$ cat src/rtl/spi_rf_pkg.sv
package spi_rf_pkg;

  typedef enum logic [3:0] {
    IDX_EN    = 4'd0,
    IDX_CLK   = 4'd1,
    IDX_TXWS  = 4'd2,
    IDX_RXWS  = 4'd3,
    IDX_FRAME = 4'd4,
    IDX_STAT  = 4'd5,
    IDX_IE    = 4'd6,
    IDX_IS    = 4'd7,
    IDX_FCTL  = 4'd8,
    IDX_DATA  = 4'd9,
    IDX_NONE  = 4'd15
  } regIdx_e;

  typedef struct packed {
    logic wrEn;
    logic wrClk;
    logic wrTxWs;
    logic wrRxWs;
    logic wrFrame;
    logic wrIe;
    logic wrIc;
    logic wrFctl;
    logic wrData;
    logic rdPop;
  } regStrobe_t;

  localparam int NUM_REGS   = 10;
  localparam int FC_TXFLUSH = 12;
  localparam int FC_RXFLUSH = 4;
  localparam int IS_RDY     = 9;
  localparam int IS_TC      = 4;
  localparam int IS_RC      = 3;
  localparam int IS_OR      = 0;

endpackage

$ cat src/rtl/spi_rf_fifo.sv
module spi_rf_fifo #(
  parameter int DEPTH = 8,
  parameter int WIDTH = 32
) (
  input  logic             clk,
  input  logic             rstN,
  input  logic             push,
  input  logic [WIDTH-1:0] pushData,
  input  logic             pop,
  input  logic             flush,
  output logic [WIDTH-1:0] head,
  output logic [$clog2(DEPTH+1)-1:0] count,
  output logic             pushOk,
  output logic             popOk
);
  localparam int AW = (DEPTH > 1) ? $clog2(DEPTH) : 1;
  localparam int CW = $clog2(DEPTH+1);

  logic [WIDTH-1:0] mem [DEPTH];
  logic [AW-1:0] wrPtr, rdPtr;

  function automatic logic [AW-1:0] nextPtr(input logic [AW-1:0] p);
    return (p == AW'(DEPTH-1)) ? '0 : p + AW'(1);
  endfunction

  assign popOk  = pop && !flush && (count != '0);
  assign pushOk = push && !flush && ((count != CW'(DEPTH)) || popOk);
  assign head   = (count == '0) ? '0 : mem[rdPtr];

  always_ff @(posedge clk or negedge rstN) begin
    if (!rstN) begin
      wrPtr <= '0;
      rdPtr <= '0;
      count <= '0;
    end else if (flush) begin
      wrPtr <= '0;
      rdPtr <= '0;
      count <= '0;
    end else begin
      if (pushOk) wrPtr <= nextPtr(wrPtr);
      if (popOk)  rdPtr <= nextPtr(rdPtr);
      count <= count + CW'(pushOk) - CW'(popOk);
    end
  end

  always_ff @(posedge clk) begin
    if (pushOk) mem[wrPtr] <= pushData;
  end

  AST_NO_OVERFLOW: assert property (@(posedge clk) disable iff (!rstN)
    count <= CW'(DEPTH));
  AST_FLUSH_EMPTY: assert property (@(posedge clk) disable iff (!rstN)
    flush |=> (count == '0));

endmodule

$ cat src/rtl/spi_rf_ctrl.sv
module spi_rf_ctrl import spi_rf_pkg::*; #(
  parameter int ADDR_W = 6
) (
  input  logic              busSel,
  input  logic              busWrite,
  input  logic [ADDR_W-1:0] busAddr,
  output regStrobe_t        strobe,
  output regIdx_e           rdIdx
);
  logic wr;

  always_comb begin
    rdIdx = IDX_NONE;
    if ((busAddr[1:0] == 2'b00) &&
        (busAddr[ADDR_W-1:2] < (ADDR_W-2)'(NUM_REGS)))
      rdIdx = regIdx_e'(busAddr[5:2]);
  end

  assign wr = busSel && busWrite;

  always_comb begin
    strobe = '0;
    if (wr) begin
      unique case (rdIdx)
        IDX_EN:    strobe.wrEn    = 1'b1;
        IDX_CLK:   strobe.wrClk   = 1'b1;
        IDX_TXWS:  strobe.wrTxWs  = 1'b1;
        IDX_RXWS:  strobe.wrRxWs  = 1'b1;
        IDX_FRAME: strobe.wrFrame = 1'b1;
        IDX_IE:    strobe.wrIe    = 1'b1;
        IDX_IS:    strobe.wrIc    = 1'b1;
        IDX_FCTL:  strobe.wrFctl  = 1'b1;
        IDX_DATA:  strobe.wrData  = 1'b1;
        default:   ;
      endcase
    end
    strobe.rdPop = busSel && !busWrite && (rdIdx == IDX_DATA);
  end

endmodule

$ cat src/rtl/spi_rf_datapath.sv
module spi_rf_datapath import spi_rf_pkg::*; #(
  parameter int DEPTH = 8
) (
  input  logic        clk,
  input  logic        rstN,
  input  regStrobe_t  strobe,
  input  regIdx_e     rdIdx,
  input  logic [31:0] busWdata,
  output logic [31:0] busRdata,
  input  logic        txPop,
  output logic        txValid,
  output logic [31:0] txWord,
  input  logic        rxPush,
  input  logic [31:0] rxWord,
  output logic        cfgEnable,
  output logic [14:0] cfgClock,
  output logic [1:0]  cfgFrame,
  output logic [13:0] cfgTxWords,
  output logic [5:0]  cfgRxWords,
  output logic        irq
);
  localparam int CW = $clog2(DEPTH+1);

  logic [CW-1:0] txCount, rxCount;
  logic txPushOk, txPopOk, rxPushOk, rxPopOk;
  logic [31:0] rxHead;
  logic txFlush, rxFlush, rxFull;
  logic ieRc, ieOr, rcFlag, orFlag, tcFlag;
  logic rcSet, orSet, tcSet, rxReady;
  logic [3:0] txThr, rxThr;

  assign txFlush = strobe.wrFctl && busWdata[FC_TXFLUSH];
  assign rxFlush = strobe.wrFctl && busWdata[FC_RXFLUSH];

  spi_rf_fifo #(.DEPTH(DEPTH), .WIDTH(32)) uTxFifo (
    .clk(clk), .rstN(rstN), .push(strobe.wrData), .pushData(busWdata),
    .pop(txPop), .flush(txFlush), .head(txWord), .count(txCount),
    .pushOk(txPushOk), .popOk(txPopOk));

  spi_rf_fifo #(.DEPTH(DEPTH), .WIDTH(32)) uRxFifo (
    .clk(clk), .rstN(rstN), .push(rxPush), .pushData(rxWord),
    .pop(strobe.rdPop), .flush(rxFlush), .head(rxHead), .count(rxCount),
    .pushOk(rxPushOk), .popOk(rxPopOk));

  assign txValid = (txCount != '0);
  assign rxFull  = (rxCount == CW'(DEPTH));
  assign rcSet   = rxPushOk && !rxPopOk && ((int'(rxCount) + 1) == int'(rxThr));
  assign orSet   = rxPush && rxFull && !rxPopOk && !rxFlush;
  assign tcSet   = txPopOk && !txPushOk && (txCount == CW'(1));
  assign rxReady = (rxThr != 4'd0) && (int'(rxCount) >= int'(rxThr));
  assign irq     = (rcFlag && ieRc) || (orFlag && ieOr);

  always_ff @(posedge clk or negedge rstN) begin
    if (!rstN) begin
      cfgEnable  <= 1'b0;
      cfgClock   <= '0;
      cfgFrame   <= '0;
      cfgTxWords <= '0;
      cfgRxWords <= '0;
      ieRc       <= 1'b0;
      ieOr       <= 1'b0;
      txThr      <= '0;
      rxThr      <= '0;
      rcFlag     <= 1'b0;
      orFlag     <= 1'b0;
      tcFlag     <= 1'b0;
    end else begin
      if (strobe.wrEn)    cfgEnable  <= busWdata[0];
      if (strobe.wrClk)   cfgClock   <= {busWdata[14:12], 4'b0, busWdata[7:0]};
      if (strobe.wrFrame) cfgFrame   <= busWdata[15:14];
      if (strobe.wrTxWs)  cfgTxWords <= busWdata[13:0];
      if (strobe.wrRxWs)  cfgRxWords <= busWdata[5:0];
      if (strobe.wrIe) begin
        ieRc <= busWdata[3];
        ieOr <= busWdata[0];
      end
      if (strobe.wrFctl) begin
        txThr <= busWdata[11:8];
        rxThr <= busWdata[3:0];
      end
      rcFlag <= rcSet || (rcFlag && !(strobe.wrIc && busWdata[IS_RC]));
      orFlag <= orSet || (orFlag && !(strobe.wrIc && busWdata[IS_OR]));
      tcFlag <= tcSet || (tcFlag && !(strobe.wrIc && busWdata[IS_TC]));
    end
  end

  always_comb begin
    unique case (rdIdx)
      IDX_EN:    busRdata = {31'b0, cfgEnable};
      IDX_CLK:   busRdata = {17'b0, cfgClock};
      IDX_TXWS:  busRdata = {18'b0, cfgTxWords};
      IDX_RXWS:  busRdata = {26'b0, cfgRxWords};
      IDX_FRAME: busRdata = {16'b0, cfgFrame, 14'b0};
      IDX_STAT:  busRdata = {31'b0, (rxCount != '0)};
      IDX_IE:    busRdata = {28'b0, ieRc, 2'b0, ieOr};
      IDX_IS:    busRdata = {22'b0, rxReady, 4'b0, tcFlag, rcFlag, 2'b0, orFlag};
      IDX_FCTL:  busRdata = {20'b0, txThr, 4'b0, rxThr};
      IDX_DATA:  busRdata = rxHead;
      default:   busRdata = '0;
    endcase
  end

  AST_OVR_SETS: assert property (@(posedge clk) disable iff (!rstN)
    (rxPush && (rxCount == CW'(DEPTH)) && !strobe.rdPop && !rxFlush) |=> orFlag);
  AST_OVR_DROP: assert property (@(posedge clk) disable iff (!rstN)
    (rxPush && (rxCount == CW'(DEPTH)) && !strobe.rdPop && !rxFlush) |=> (rxCount == CW'(DEPTH)));
  AST_SET_WINS: assert property (@(posedge clk) disable iff (!rstN)
    (rxPushOk && !rxPopOk && ((int'(rxCount) + 1) == int'(rxThr))) |=> rcFlag);
  AST_CLEAR_DROPS: assert property (@(posedge clk) disable iff (!rstN)
    (strobe.wrIc && busWdata[IS_OR] && !rxPush) |=> !orFlag);

endmodule

$ cat src/rtl/spi_regfront.sv
module spi_regfront import spi_rf_pkg::*; #(
  parameter int FIFO_DEPTH = 8,
  parameter int ADDR_W     = 6
) (
  input  logic              clk,
  input  logic              rstN,
  input  logic              busSel,
  input  logic              busWrite,
  input  logic [ADDR_W-1:0] busAddr,
  input  logic [31:0]       busWdata,
  output logic [31:0]       busRdata,
  input  logic              txPop,
  output logic              txValid,
  output logic [31:0]       txWord,
  input  logic              rxPush,
  input  logic [31:0]       rxWord,
  output logic              cfgEnable,
  output logic [14:0]       cfgClock,
  output logic [1:0]        cfgFrame,
  output logic [13:0]       cfgTxWords,
  output logic [5:0]        cfgRxWords,
  output logic              irq
);
  regStrobe_t strobe;
  regIdx_e    rdIdx;

  spi_rf_ctrl #(.ADDR_W(ADDR_W)) uCtrl (
    .busSel(busSel), .busWrite(busWrite), .busAddr(busAddr),
    .strobe(strobe), .rdIdx(rdIdx));

  spi_rf_datapath #(.DEPTH(FIFO_DEPTH)) uData (
    .clk(clk), .rstN(rstN), .strobe(strobe), .rdIdx(rdIdx),
    .busWdata(busWdata), .busRdata(busRdata),
    .txPop(txPop), .txValid(txValid), .txWord(txWord),
    .rxPush(rxPush), .rxWord(rxWord),
    .cfgEnable(cfgEnable), .cfgClock(cfgClock), .cfgFrame(cfgFrame),
    .cfgTxWords(cfgTxWords), .cfgRxWords(cfgRxWords), .irq(irq));

endmodule

$ cat config.mk
export PLATFORM = sky130hd
export DESIGN_NAME = spi_regfront
export DESIGN_NICKNAME = d
export VERILOG_FILES = /design/src/rtl/spi_rf_pkg.sv /design/src/rtl/spi_rf_fifo.sv /design/src/rtl/spi_rf_ctrl.sv /design/src/rtl/spi_rf_datapath.sv /design/src/rtl/spi_regfront.sv
export SDC_FILE = /design/constraint.sdc
export NUM_CORES = 1
export LEC_CHECK = 0
export ABC_AREA = 1
export BUFFER_PORTS_ARGS = -buffer_cell sky130_fd_sc_hd__buf_2
export CORE_MARGIN = 1
export CORE_UTILIZATION = 30
export DETAILED_ROUTE_END_ITERATION = 8
export HOLD_SLACK_MARGIN = 0.02
export PLACE_DENSITY_LB_ADDON = 0.12
export SLEW_MARGIN = 40
export SYNTH_ARGS = -nofsm -noshare
export SYNTH_HDL_FRONTEND = slang
export SYNTH_SLANG_ARGS = --single-unit
$ cat constraint.sdc
create_clock -name clk -period 6.55 [get_ports clk]
set_input_delay 0.9825 -clock clk [delete_from_list [all_inputs] [get_ports clk]]
set_output_delay 0.9825 -clock clk [all_outputs]
set_load 0.01 [all_outputs]
Yosys cells after proc, flatten, opt, wreduce, memory -nomap -nowiden:

Memory sizes are Yosys's and may differ from the RTL's.
Cells that the tools add are included.

* bits in registers: 67
* bits in writable memories: 512
* input port bits: 76
* memories kept: 2

Memory list
* uData.uRxFifo.mem: words 8, width 32, rd ports 1, clocked after Yosys merged registers in 0, wr ports 1, RTL line spi_rf_fifo.sv:19 `logic [WIDTH-1:0] mem [DEPTH];`
* uData.uTxFifo.mem: words 8, width 32, rd ports 1, clocked after Yosys merged registers in 0, wr ports 1, RTL line spi_rf_fifo.sv:19

* add/subtract/negate cells: 9
* order comparisons: 2
* equal/unequal tests: 18
* multiplexer cells: 32
* reductions and logical operators: 55

Operators with widths (count)
* 32-bit case mux with 10 select lines: 1
* 32-bit two-way mux: 2
* 3-bit two-way mux: 12
* 32-bit by 5-bit equality test with 1-bit output: 1
* 1-bit logical AND: 30
* 4-bit by 3-bit equality test with 1-bit output, second input constant: 4
* 1-bit two-way mux: 13
* 3-bit by 1-bit adder with 3-bit output, second input constant: 4
* 3-bit equality test, second input constant: 4
* 4-bit equality test, second input constant: 3
* 4-bit zero test: 3
* 4-bit two-way mux: 3
* 4-bit nonzero test: 3
* 9-bit two-way mux: 1
* 4-bit by 1-bit adder with 4-bit output: 2
* 4-bit by 1-bit equality test with 1-bit output, second input constant: 2
* 4-bit by 2-bit equality test with 1-bit output, second input constant: 2
* 1-bit zero test: 8
* 4-bit inequality test, second input constant: 2
* 2-bit nonzero test: 4
* 4-bit by 1-bit subtractor with 4-bit output: 2
* 1-bit logical OR: 6
* 4-bit by 1-bit adder with 5-bit output, second input constant: 1
* 4-bit greater-or-equal comparator: 1
* other kinds (2): 2

Logic depth before layout (Yosys ltp):

Gate-level depths: netlist of run 1.

* depth in word-level cells: 16
* depth in mapped cells: 14
* depth with buffers taken out: 13

By module:

A second synthesis of run 1 with hierarchy kept.

* cell total of the unflattened synthesis: 2464
* area total of the unflattened synthesis: 25584.5 sq um

By module, submodules not included
* spi_rf_fifo at uData.uTxFifo: instances 1, cells each 1038, area each 11338.4 sq um, seq. area each 7937.6 sq um
* spi_rf_fifo at uData.uRxFifo: instances 1, cells each 1036, area each 11288.3 sq um, seq. area each 7937.6 sq um
* spi_rf_datapath: instances 1, cells each 357, area each 2795.2 sq um, seq. area each 1176.1 sq um
* spi_rf_ctrl: instances 1, cells each 33, area each 162.7 sq um, seq. area each 0.0 sq um

Worst setup path after synthesis of run 1:

Ideal clock, no wire load.

* path kind: input to register
* from: in busAddr[0]
* to: mem uData.uRxFifo.mem[6][0] (enable)
* setup time: 0.461 ns
* arrival: 4.112 ns
* required time: 6.089 ns
* slack: 1.977 ns
* stages: 10
* buffers on the path: 1
* cells stage by stage: inv_1 -> nand2_1 -> nor2_4 -> nand4_2 -> nor2_4 -> nand2_4 -> nand2_2 -> nand2_2 -> buf_6 -> nor3_1

* cells in the longest elaborated chain, start to end: 14
* elaborated cells between the ends (all ways): 17
* classes of those cells: 2 x eq/ne; 5 x mux; 10 x reduce/logical

RTL lines
* from (decl): RTL line spi_regfront.sv:9 `input logic [ADDR_W-1:0] busAddr,`
* 2-bit zero test (*): RTL line spi_rf_ctrl.sv:14 `if ((busAddr[1:0] == 2'b00) &&`
* 1-bit logical AND (*): RTL line spi_rf_ctrl.sv:14
* 4-bit two-way mux (*): RTL line spi_rf_ctrl.sv:14
* 4-bit equality test: RTL line spi_rf_ctrl.sv:24 `unique case (rdIdx)`
* 1-bit two-way mux: RTL line spi_rf_ctrl.sv:24
* 9-bit two-way mux: RTL line spi_rf_ctrl.sv:23 `if (wr) begin`
* 1-bit logical AND: RTL line spi_rf_datapath.sv:33 `assign rxFlush = strobe.wrFctl && busWdata[FC_RXFLUSH];`
* 1-bit zero test: RTL line spi_rf_fifo.sv:26, spi_rf_fifo.sv:27
* 1-bit logical AND (2 in series): RTL line spi_rf_fifo.sv:26 `assign popOk = pop && !flush && (count != '0);`
* 1-bit logical OR: RTL line spi_rf_fifo.sv:27 `assign pushOk = push && !flush && ((count != CW'(DEPTH)) || popOk);`
* 1-bit logical AND (*): RTL line spi_rf_fifo.sv:27
* 1-bit two-way mux (*): RTL line spi_rf_fifo.sv:47 `if (pushOk) mem[wrPtr] <= pushData;`
* 1-bit two-way mux (not written as such) (*): RTL line spi_rf_fifo.sv:47
* to (decl): RTL line spi_rf_fifo.sv:19

Mark *: on every way between the ends. The rest lies on a longest branch, timed or not.

Final worst setup path of run 1:

* from: reg uData.uRxFifo.rdPtr[0]
* to: out busRdata[1]

* cells in the longest elaborated chain, start to end: 3

RTL lines
* from (decl): RTL line spi_rf_fifo.sv:20 `logic [AW-1:0] wrPtr, rdPtr;`
* from (signal assigned): RTL line spi_rf_fifo.sv:41 `if (popOk) rdPtr <= nextPtr(rdPtr);`
* memory 8 x 32 bit
* 32-bit two-way mux: RTL line spi_rf_fifo.sv:28 `assign head = (count == '0) ? '0 : mem[rdPtr];`
* 32-bit case mux with 10 select lines: RTL line spi_rf_datapath.sv:88 `unique case (rdIdx)`
* to (decl): RTL line spi_regfront.sv:11 `output logic [31:0] busRdata,`

Every way passes these cells.

==> impl_metrics.toml, run 1 <==
[run_status]
run_status = "finished, final reports clean"

[synthesis]
synth_compound_area_share_pct = 11.16
synth.largest_area_cell = "edfxtp_1"
syn-cell-area_um2 = 23770
synth.top_cell.area_share_pct = 64.69
muxShareOfSynthArea_pct = 0
avgSynthCellArea_um2 = 12.22
yosys.area_share.adder_pct = 1.537
ys_ff_latch = 579
synth-simple-area-share_pct = 12.02
synth_cell_type_count = 44
ys_seq_area_share_pct = 71.75
netlist_instances = 1945
synthFlopType = "edfxtp_1"
yosys_warnings = 0
synth-xor-area-share_pct = 0.2580
synthArstFlopShare_pct = 11.57
synthTopCellsByArea = "edfxtp_1, dfrtp_1, nor2_1, o21ai_0, nand2_1"
synth_edf_count = 512
synth_top_family_by_area = "simple AND/OR/NAND/NOR gates"

[detailed_routing]
met3_length_um = 3734
wl_um = 69330
drt-initial-drc-count = 1009
highest_layer = "met5"
avgViaCountPerCell = 4.848
drc_errors = 0
routed-wl-met2_um = 32870
dr_total_vias = 15550
wire_per_inst_um = 21.62
ant_nets = 0
firstDrtPassIters = 5
wl_met1_um = 30880

[place]
dpl-instance-area_um2 = 25790
hpwl_um = 39590
gp_congestion = 0.7498
place_ws_ns = 2.041
place_inst = 3075
numPortBuffers = 175

[global_routing]
grt_pass1_vias = 15530
grtUsageTotal_pct = 17.15
grt_pass1_wl_um = 103000
grt_overflow = 0
antenna_found_initial = 11
grt_max_degree = 94

[clock_network]
post_cts_buffers = 0
clkLatencyLatePin_ns = 0.61
cts_max_path_buffers = 3
cts_tree = "built"
cts_made_buffers = 69
hold_buffers = 0
clockRootBuffer = "clkbuf_16"
cts_max_level = 3
cts_resized = 0
clk_pin_slew_ns = 0.06
cts_sinks = 579

[timing]
setup_ws_ns = 1.937
rsz0062_at_grt = "false"
whs_ns = 0.4019
skew_ns = 0.01657
max_freq_mhz = 216.8
finalSetupViolCount = 0
hold_viol = 0
relSlewSlack_pct = 45.67
setup_tns_ns = 0
fin_crit_sh_pct = 70.42
slew_violations = 0
worst_pin_slew_ns = 0.8141
fin_crit_ns = 4.613

[die]
start_util_pct = 30.48
die_h_um = 283.5
dieWidth_um = 283.5
rows = 102
core_um2 = 77980
num_io_pins = 180
die_area_um2 = 80350

[power]
vdd_drop_max_uv = 233.2
power_density_nw_per_um2 = 385.1
p_leak_nw = 10.07
fin_total_pwr_mw = 10.80

[critical_path]
crit_arrival_ns = 3.63
cp_data_required_time_ns = 5.57
criticalPathCategory = "flop to output port"
endpoint_kind = "output port"
crit_fanout = 76
crit_path_start_kind = "flop"

[final_layout]
finalNetCount = 2211
fin_area_um2 = 28050
area_growth_syn_to_layout_pct = 18.04
layout.cells.non_filler = 3207
mostFrequentLayoutCells = "edfxtp_1, nor2_1, o21ai_0"
drive_gt1_share_pct = 16.36
final_common_cell = "edfxtp_1"
finalCoreUtilization_pct = 35.98

[flow_run]
max-cap-violations = 0

[min_path]
hold_path.class = "primary input to asynchronous set/reset pin"
==> report_power, final <==
part           total, mW  internal [mW]  switching (mW)  leakage, nW
clock network       3.78           2.22            1.56         1.08
logic               2.46          0.795            1.66         3.52
registers           4.57           4.34           0.229         5.46
total               10.8           7.36            3.45         10.1
==> state kept, by name, indices dropped and copies added (netlist names), 3 cells and up <==
signal               count
uData.txThr              4
uData.cfgClock          11
uData.uTxFifo.rdPtr      3
uData.cfgRxWords         6
uData.uTxFifo.count      4
uData.uRxFifo.rdPtr      3
uData.uTxFifo.mem      256
uData.cfgTxWords        14
uData.uRxFifo.wrPtr      3
uData.uRxFifo.mem      256
uData.uRxFifo.count      4
uData.uTxFifo.wrPtr      3
uData.rxThr              4
==> synth_stat cells, types with 5 or more instances <==
library cell    n
o22ai_1        45
o21a_1          5
dfrtp_1        67
clkbuf_1       79
ha_1           26
edfxtp_1      512
nand3_1        38
nor3_1         27
a21oi_1         5
o21ai_2        11
buf_4           7
buf_2          24
nand4_1         8
o32ai_1        64
o21ai_0       257
o21ai_1        19
o221ai_1       18
inv_1          63
nand2_1       201
nor2_1        417
a22oi_1         7
==> area by class of cell <==
cell class | instances | area (um^2)
inverter | 65 | 257.7
multi-input combinational | 1186 | 6056
fill | 7701 | 49920
timing repair buffer | 206 | 1142
clock inverter | 35 | 355.3
antenna | 3 | 7.507
tap | 1040 | 1301
clock buffer | 93 | 1869
sequential | 579 | 17060
==> metal layers <==
layer	GRT usage (%)	vias to the layer above
li1	-	7356
met1	22.70	7715
met2	28.12	350
met3	3.465	113
met4	5.473	14
met5	0	-
==> critical path: stages, from the launching register on <==
cell     delay [ns]
dfrtp_4        0.75
inv_4          0.58
buf_4          0.74
o21ai_0        0.16
o22ai_1        0.13
nand2_1        0.07
nand2_1        0.11
nand2_1        0.14
nand4_1        0.15
buf_2          0.14
==> kinds of logic after synthesis <==
family,Yosys count
DFF,579
xor gates and xnor gates,7
buffers and inverters,183
AOI/OAI and AO/OA,437
other,1
adders and majority gates,28
and+or+nand+nor,710
==> worst paths after layout <==
| path | startpoint | to | slack (ns) | cells after the start |
|---|---|---|---|---|
| setup / recovery | uData.uRxFifo.rdPtr[0] | busRdata[1] | 1.94 | 9 |
| hold / removal | rstN | uData.cfgTxWords[1] | 0.40 | 1 |
| setup reg to reg | uData.uTxFifo.count[2] | uData.uTxFifo.mem[6][8] | 2.97 | 10 |
| hold reg to reg | uData.txThr[2] | uData.txThr[2] | 0.48 | 2 |
| max in group asynchronous | rstN | uData.uRxFifo.rdPtr[0] | 5.56 | 1 |
| min in group clk | uData.txThr[2] | uData.txThr[2] | 0.48 | 2 |
(Power assumes the default switching activity.)
==> inputs of run 2 (changes only) <==
==> constraint.sdc (replaced) <==
create_clock -name clk -period 3.9 [get_ports clk]
set_input_delay 0.585 -clock clk [delete_from_list [all_inputs] [get_ports clk]]
set_output_delay 0.585 -clock clk [all_outputs]
set_load 0.01 [all_outputs]
==> impl_metrics.toml, run 2 (synthesized netlist as in run 1, its figures left out) <==
[run_status]
run_status = "finished, final reports clean"

[timing]
fin_crit_sh_pct = 91.54
relSlewSlack_pct = 46.74
skew_ns = 0.02990
finalSetupViolCount = 0
max_freq_mhz = 280.1
worst_pin_slew_ns = 0.7989
hold_viol = 0
rsz0062_at_grt = "false"
slew_violations = 0
fin_crit_ns = 3.570
setup_ws_ns = 0.3299

[critical_path]
crit_fanout = 13
critPathMaxStageDelay_ns = 0.44
cp_common_cell = "inv_1"
crit_arrival_ns = 2.99
cp_top_family = "buffers and inverters"
slowest_stage = "dfrtp_1"
cp_num_buf_inv = 5
worstPathCellList = "inv_1 -> ha_1 -> nand2_1 -> inv_1 -> nor2_4 -> buf_4 -> inv_1 -> nor3_1 -> buf_2"
cp_data_required_time_ns = 3.31
crit_path_start_kind = "flop"
criticalPathCategory = "flop to output port"
endpoint_kind = "output port"

[clock_network]
cts_resized = 0
cts_tree = "built"
cts_max_path_buffers = 3
clkLatencyLatePin_ns = 0.61
hold_buffers = 1
cts_made_buffers = 69
cts_sinks = 579
clk_pin_slew_ns = 0.06
post_cts_buffers = 0
cts_max_level = 3
clockRootBuffer = "clkbuf_16"

[detailed_routing]
firstDrtPassIters = 5
wl_um = 69850
ant_nets = 0
drc_errors = 0
avgViaCountPerCell = 4.885
drt-initial-drc-count = 1028
wire_per_inst_um = 21.63
dr_total_vias = 15780

[die]
dieWidth_um = 283.5
core_um2 = 77980
rows = 102
die_h_um = 283.5
num_io_pins = 180
die_area_um2 = 80350
start_util_pct = 30.48

[global_routing]
grtUsageTotal_pct = 17.12
grt_pass1_wl_um = 103000
grt_pass1_vias = 15470
grt_overflow = 0
antenna_found_initial = 12
grt_max_degree = 71

[power]
p_leak_nw = 10.25
vdd_drop_max_uv = 368.9
power_density_nw_per_um2 = 641.2

[final_layout]
layout.cells.non_filler = 3230
fillCellCount = 7594
finalNetCount = 2240
final_common_cell = "edfxtp_1"
drive_gt1_share_pct = 17.66
area_growth_syn_to_layout_pct = 19.28
reg_top3 = "uData.uRxFifo.mem: 256 flops, uData.uTxFifo.mem: 256 flops, uData.cfgTxWords: 14 flops"
mostFrequentLayoutCells = "edfxtp_1, nor2_1, o21ai_0"

[flow_run]
max-cap-violations = 0

[min_path]
hold_path.class = "primary input to flop"

[place]
gp_congestion = 0.7825
place_ws_ns = 0.7002
hpwl_um = 42150
numPortBuffers = 175
place_inst = 3104
## run 2: final timing paths
check	depth (start not counted)	end	slack, ns	from
max	9	busRdata[16]	0.33	uData.uRxFifo.count[1]
min in group asynchronous	2	uData.cfgTxWords[4]	0.57	rstN
min reg2reg	2	uData.txThr[0]	0.48	uData.txThr[0]
min	1	uData.uTxFifo.mem[0][31]	0.25	busWdata[31]
max reg2reg	10	uData.uRxFifo.mem[4][12]	1.03	uData.uRxFifo.count[1]
max in group asynchronous	2	uData.uTxFifo.rdPtr[1]	2.78	rstN
## run 2: power by group
group          total (mW)  internal, mW  switching, mW  leakage (nW)
Sequential           7.65          7.28          0.370          5.46
Combinational        4.33          1.46           2.87          3.72
Clock                6.20          3.62           2.58          1.06
Total                18.2          12.4           5.81          10.2
## run 2: routing by layer
layer  track usage [%]  vias to the layer above  wire [um]
met5                 0                        -         58
met4             5.662                        8       1994
met3             3.336                      110       3001
met2             28.25                      342      33390
met1             22.52                     7904      31410
li1                  -                     7414          -
## run 2: worst register-to-register path, stage by stage (launching register included)
cell and delay (ns):
dfrtp_1 0.44, inv_1 0.13, ha_1 0.22, nand2_1 0.09, inv_1 0.09, nor2_4 0.36
nand2_4 0.14, nand2_2 0.13, nand2_2 0.18, nor3_2 0.16, buf_4 0.54
## run 2: cell type report
| cell class | count | area (um^2) | share of cell area, % |
|---|---|---|---|
| antenna | 4 | 10.01 | 0.03531 |
| clock buffer | 85 | 1828 | 6.448 |
| clock inverter | 36 | 349.1 | 1.231 |
| inverter | 65 | 250.2 | 0.8827 |
| multi-input combinational | 1186 | 6086 | 21.47 |
| sequential | 579 | 17060 | 60.19 |
| tap | 1040 | 1301 | 4.590 |
| timing repair buffer | 235 | 1460 | 5.151 |
## run 2: per-stage QoR
stage	cell area [um^2]	utilization (%)	hold slack (ns)	TNS, ns	total power, mW
after floorplan	23820	-	0.2894	-70.55	10.38
final	28350	36.35	0.2514	0	18.18
after detailed placement	26150	33.53	0.4667	0	12.17
after global routing	28340	36.35	0.2272	0	19.10
after global placement	26140	33.53	0.4662	0	12.15
after CTS	28340	36.34	0.2006	0	18.44
==> inputs of run 3 (changes only) <==
--- a/config.mk
+++ b/config.mk
@@ -11,7 +11,7 @@
 export CORE_UTILIZATION = 30
 export DETAILED_ROUTE_END_ITERATION = 8
 export HOLD_SLACK_MARGIN = 0.02
-export PLACE_DENSITY_LB_ADDON = 0.12
+export PLACE_DENSITY = 0.59
 export SLEW_MARGIN = 40
 export SYNTH_ARGS = -nofsm -noshare
 export SYNTH_HDL_FRONTEND = slang
==> constraint.sdc (replaced) <==
create_clock -name clk -period 2.91 [get_ports clk]
set_input_delay 0.4365 -clock clk [delete_from_list [all_inputs] [get_ports clk]]
set_output_delay 0.4365 -clock clk [all_outputs]
set_load 0.01 [all_outputs]
==> impl_metrics.toml, run 3 (synthesized netlist as in run 1, its figures left out) <==
[critical_path]
crit_path_start_kind = "flop"
crit_arrival_ns = 2.47
cp_data_required_time_ns = 2.47
criticalPathCategory = "flop to output port"
crit_fanout = 24
endpoint_kind = "output port"

[timing]
rsz0062_at_grt = "true"
fin_crit_ns = 2.905
hold_viol = 0
worst_pin_slew_ns = 0.7143
slew_violations = 0
fin_crit_sh_pct = 99.82
relSlewSlack_pct = 52.38
max_freq_mhz = 344.3
skew_ns = 0.02699
finalSetupViolCount = 0

[place]
gp_congestion = 0.8283
hpwl_um = 40180
numPortBuffers = 175

[detailed_routing]
wire_per_inst_um = 20.93
drc_errors = 0
avgViaCountPerCell = 5.066
ant_nets = 0
firstDrtPassIters = 5
dr_total_vias = 16380
wl_um = 67690
drt-initial-drc-count = 1503

[global_routing]
grtUsageTotal_pct = 16.07
grt_pass1_wl_um = 98990
grt_max_degree = 83
grt_overflow = 0
grt_pass1_vias = 15860
antenna_found_initial = 13

[final_layout]
finalCoreUtilization_pct = 36.86
drive_gt1_share_pct = 18.33
mostFrequentLayoutCells = "edfxtp_1, nor2_1, o21ai_0"
finalNetCount = 2252
area_growth_syn_to_layout_pct = 20.95
final_common_cell = "edfxtp_1"
fillCellCount = 7487
reg_top3 = "uData.uRxFifo.mem: 256 flops, uData.uTxFifo.mem: 256 flops, uData.cfgTxWords: 14 flops"

[run_status]
run_status = "finished, final reports clean"

[die]
num_io_pins = 180
core_um2 = 77980
die_h_um = 283.5
dieWidth_um = 283.5
start_util_pct = 30.48
rows = 102
die_area_um2 = 80350

[clock_network]
cts_made_buffers = 56
cts_max_level = 2
clkLatencyLatePin_ns = 0.60
clk_pin_slew_ns = 0.06
cts_sinks = 579
cts_tree = "built"
cts_max_path_buffers = 3
clockRootBuffer = "clkbuf_16"

[power]
vdd_drop_max_uv = 573.5
p_leak_nw = 10.40
power_density_nw_per_um2 = 831.4
fin_total_pwr_mw = 23.90

[flow_run]
max-cap-violations = 0

[min_path]
hold_path.class = "primary input to flop"
[run 3: cell types whose count changed in the layout (fill, tap and decap cells not counted), sizes merged]
| cell | change |
|---|---|
| clkbuf | -3 |
| inv | -2 |
| buf | +15 |
| clkinvlp | +1 |
| diode | -3 |
| bufbuf | +4 |
| clkinv | -8 |
[run 3: final timing paths]
path,slack (ns),to,startpoint,cells after the start
worst min-delay path,0.10,uData.uRxFifo.mem[0][25],rxWord[25],1
max in group asynchronous,1.90,uData.uRxFifo.rdPtr[0],rstN,2
worst max-delay path,0.005,busRdata[5],uData.uRxFifo.rdPtr[0],9
worst min register to register,0.50,uData.txThr[1],uData.txThr[1],2
worst max register to register,0.43,uData.uTxFifo.count[2],uData.uTxFifo.count[2],12
min in group asynchronous,0.39,uData.cfgTxWords[7],rstN,2
[run 3: metal layers]
metal	track usage [%]	vias to the layer above	share of wire, %
met4	3.730	22	1.9
li1	-	7438	-
met1	21.38	8153	42
met2	25.42	658	46
met5	0.5952	-	0.20
met3	5.096	113	10
[run 3: what timing repair did]
item	in CTS	in global routing
buffers inserted	8	4
hold buffers	1	0
setup endpoints to repair	30	35
gates cloned	4	6
pin swaps	1	4
hold endpoints to repair	67	0
resized for setup	11	24
[run 3: final cells by class]
type	instances	area [um^2]	area share, %
Sequential cell	579	17070	59.37
Multi-Input combinational cell	1186	6171	21.47
Timing Repair Buffer	260	2181	7.587
Clock buffer	76	1518	5.280
Tap cell	1040	1301	4.527
Inverter	65	266.5	0.9271
Clock inverter	27	240.2	0.8357
Antenna cell	1	2.502	0.008705
[run 3: critical path, cell delays in order, from the launching register on]
cell and delay [ns]:
dfrtp_4 0.56, inv_6 0.17, buf_12 0.19, nor2_1 0.05, o22ai_1 0.18, nand2_1 0.09
nand2_1 0.17, nand2_2 0.17, o2111ai_1 0.13, buf_2 0.17
[run 3: report_power, final]
part | internal [mW] | total [mW] | switching, mW
clock | 4.00 | 7.07 | 3.07
combinational | 2.49 | 6.76 | 4.27
sequential | 9.75 | 10.1 | 0.311
[run 3: per-stage QoR]
step	cells	area, um^2	setup WS (ns)	hold slack, ns	TNS, ns
floorplan	1948	23920	-0.1836	0.1409	-33.93
global placement	3107	26480	0.2177	0.4606	0
detailed placement	3107	26480	0.2022	0.4698	0
CTS	3223	28510	-0.01549	0.08607	-0.03092
global route	3234	28750	-0.06910	0.09266	-0.4399
finish	3234	28750	0.005202	0.1044	0
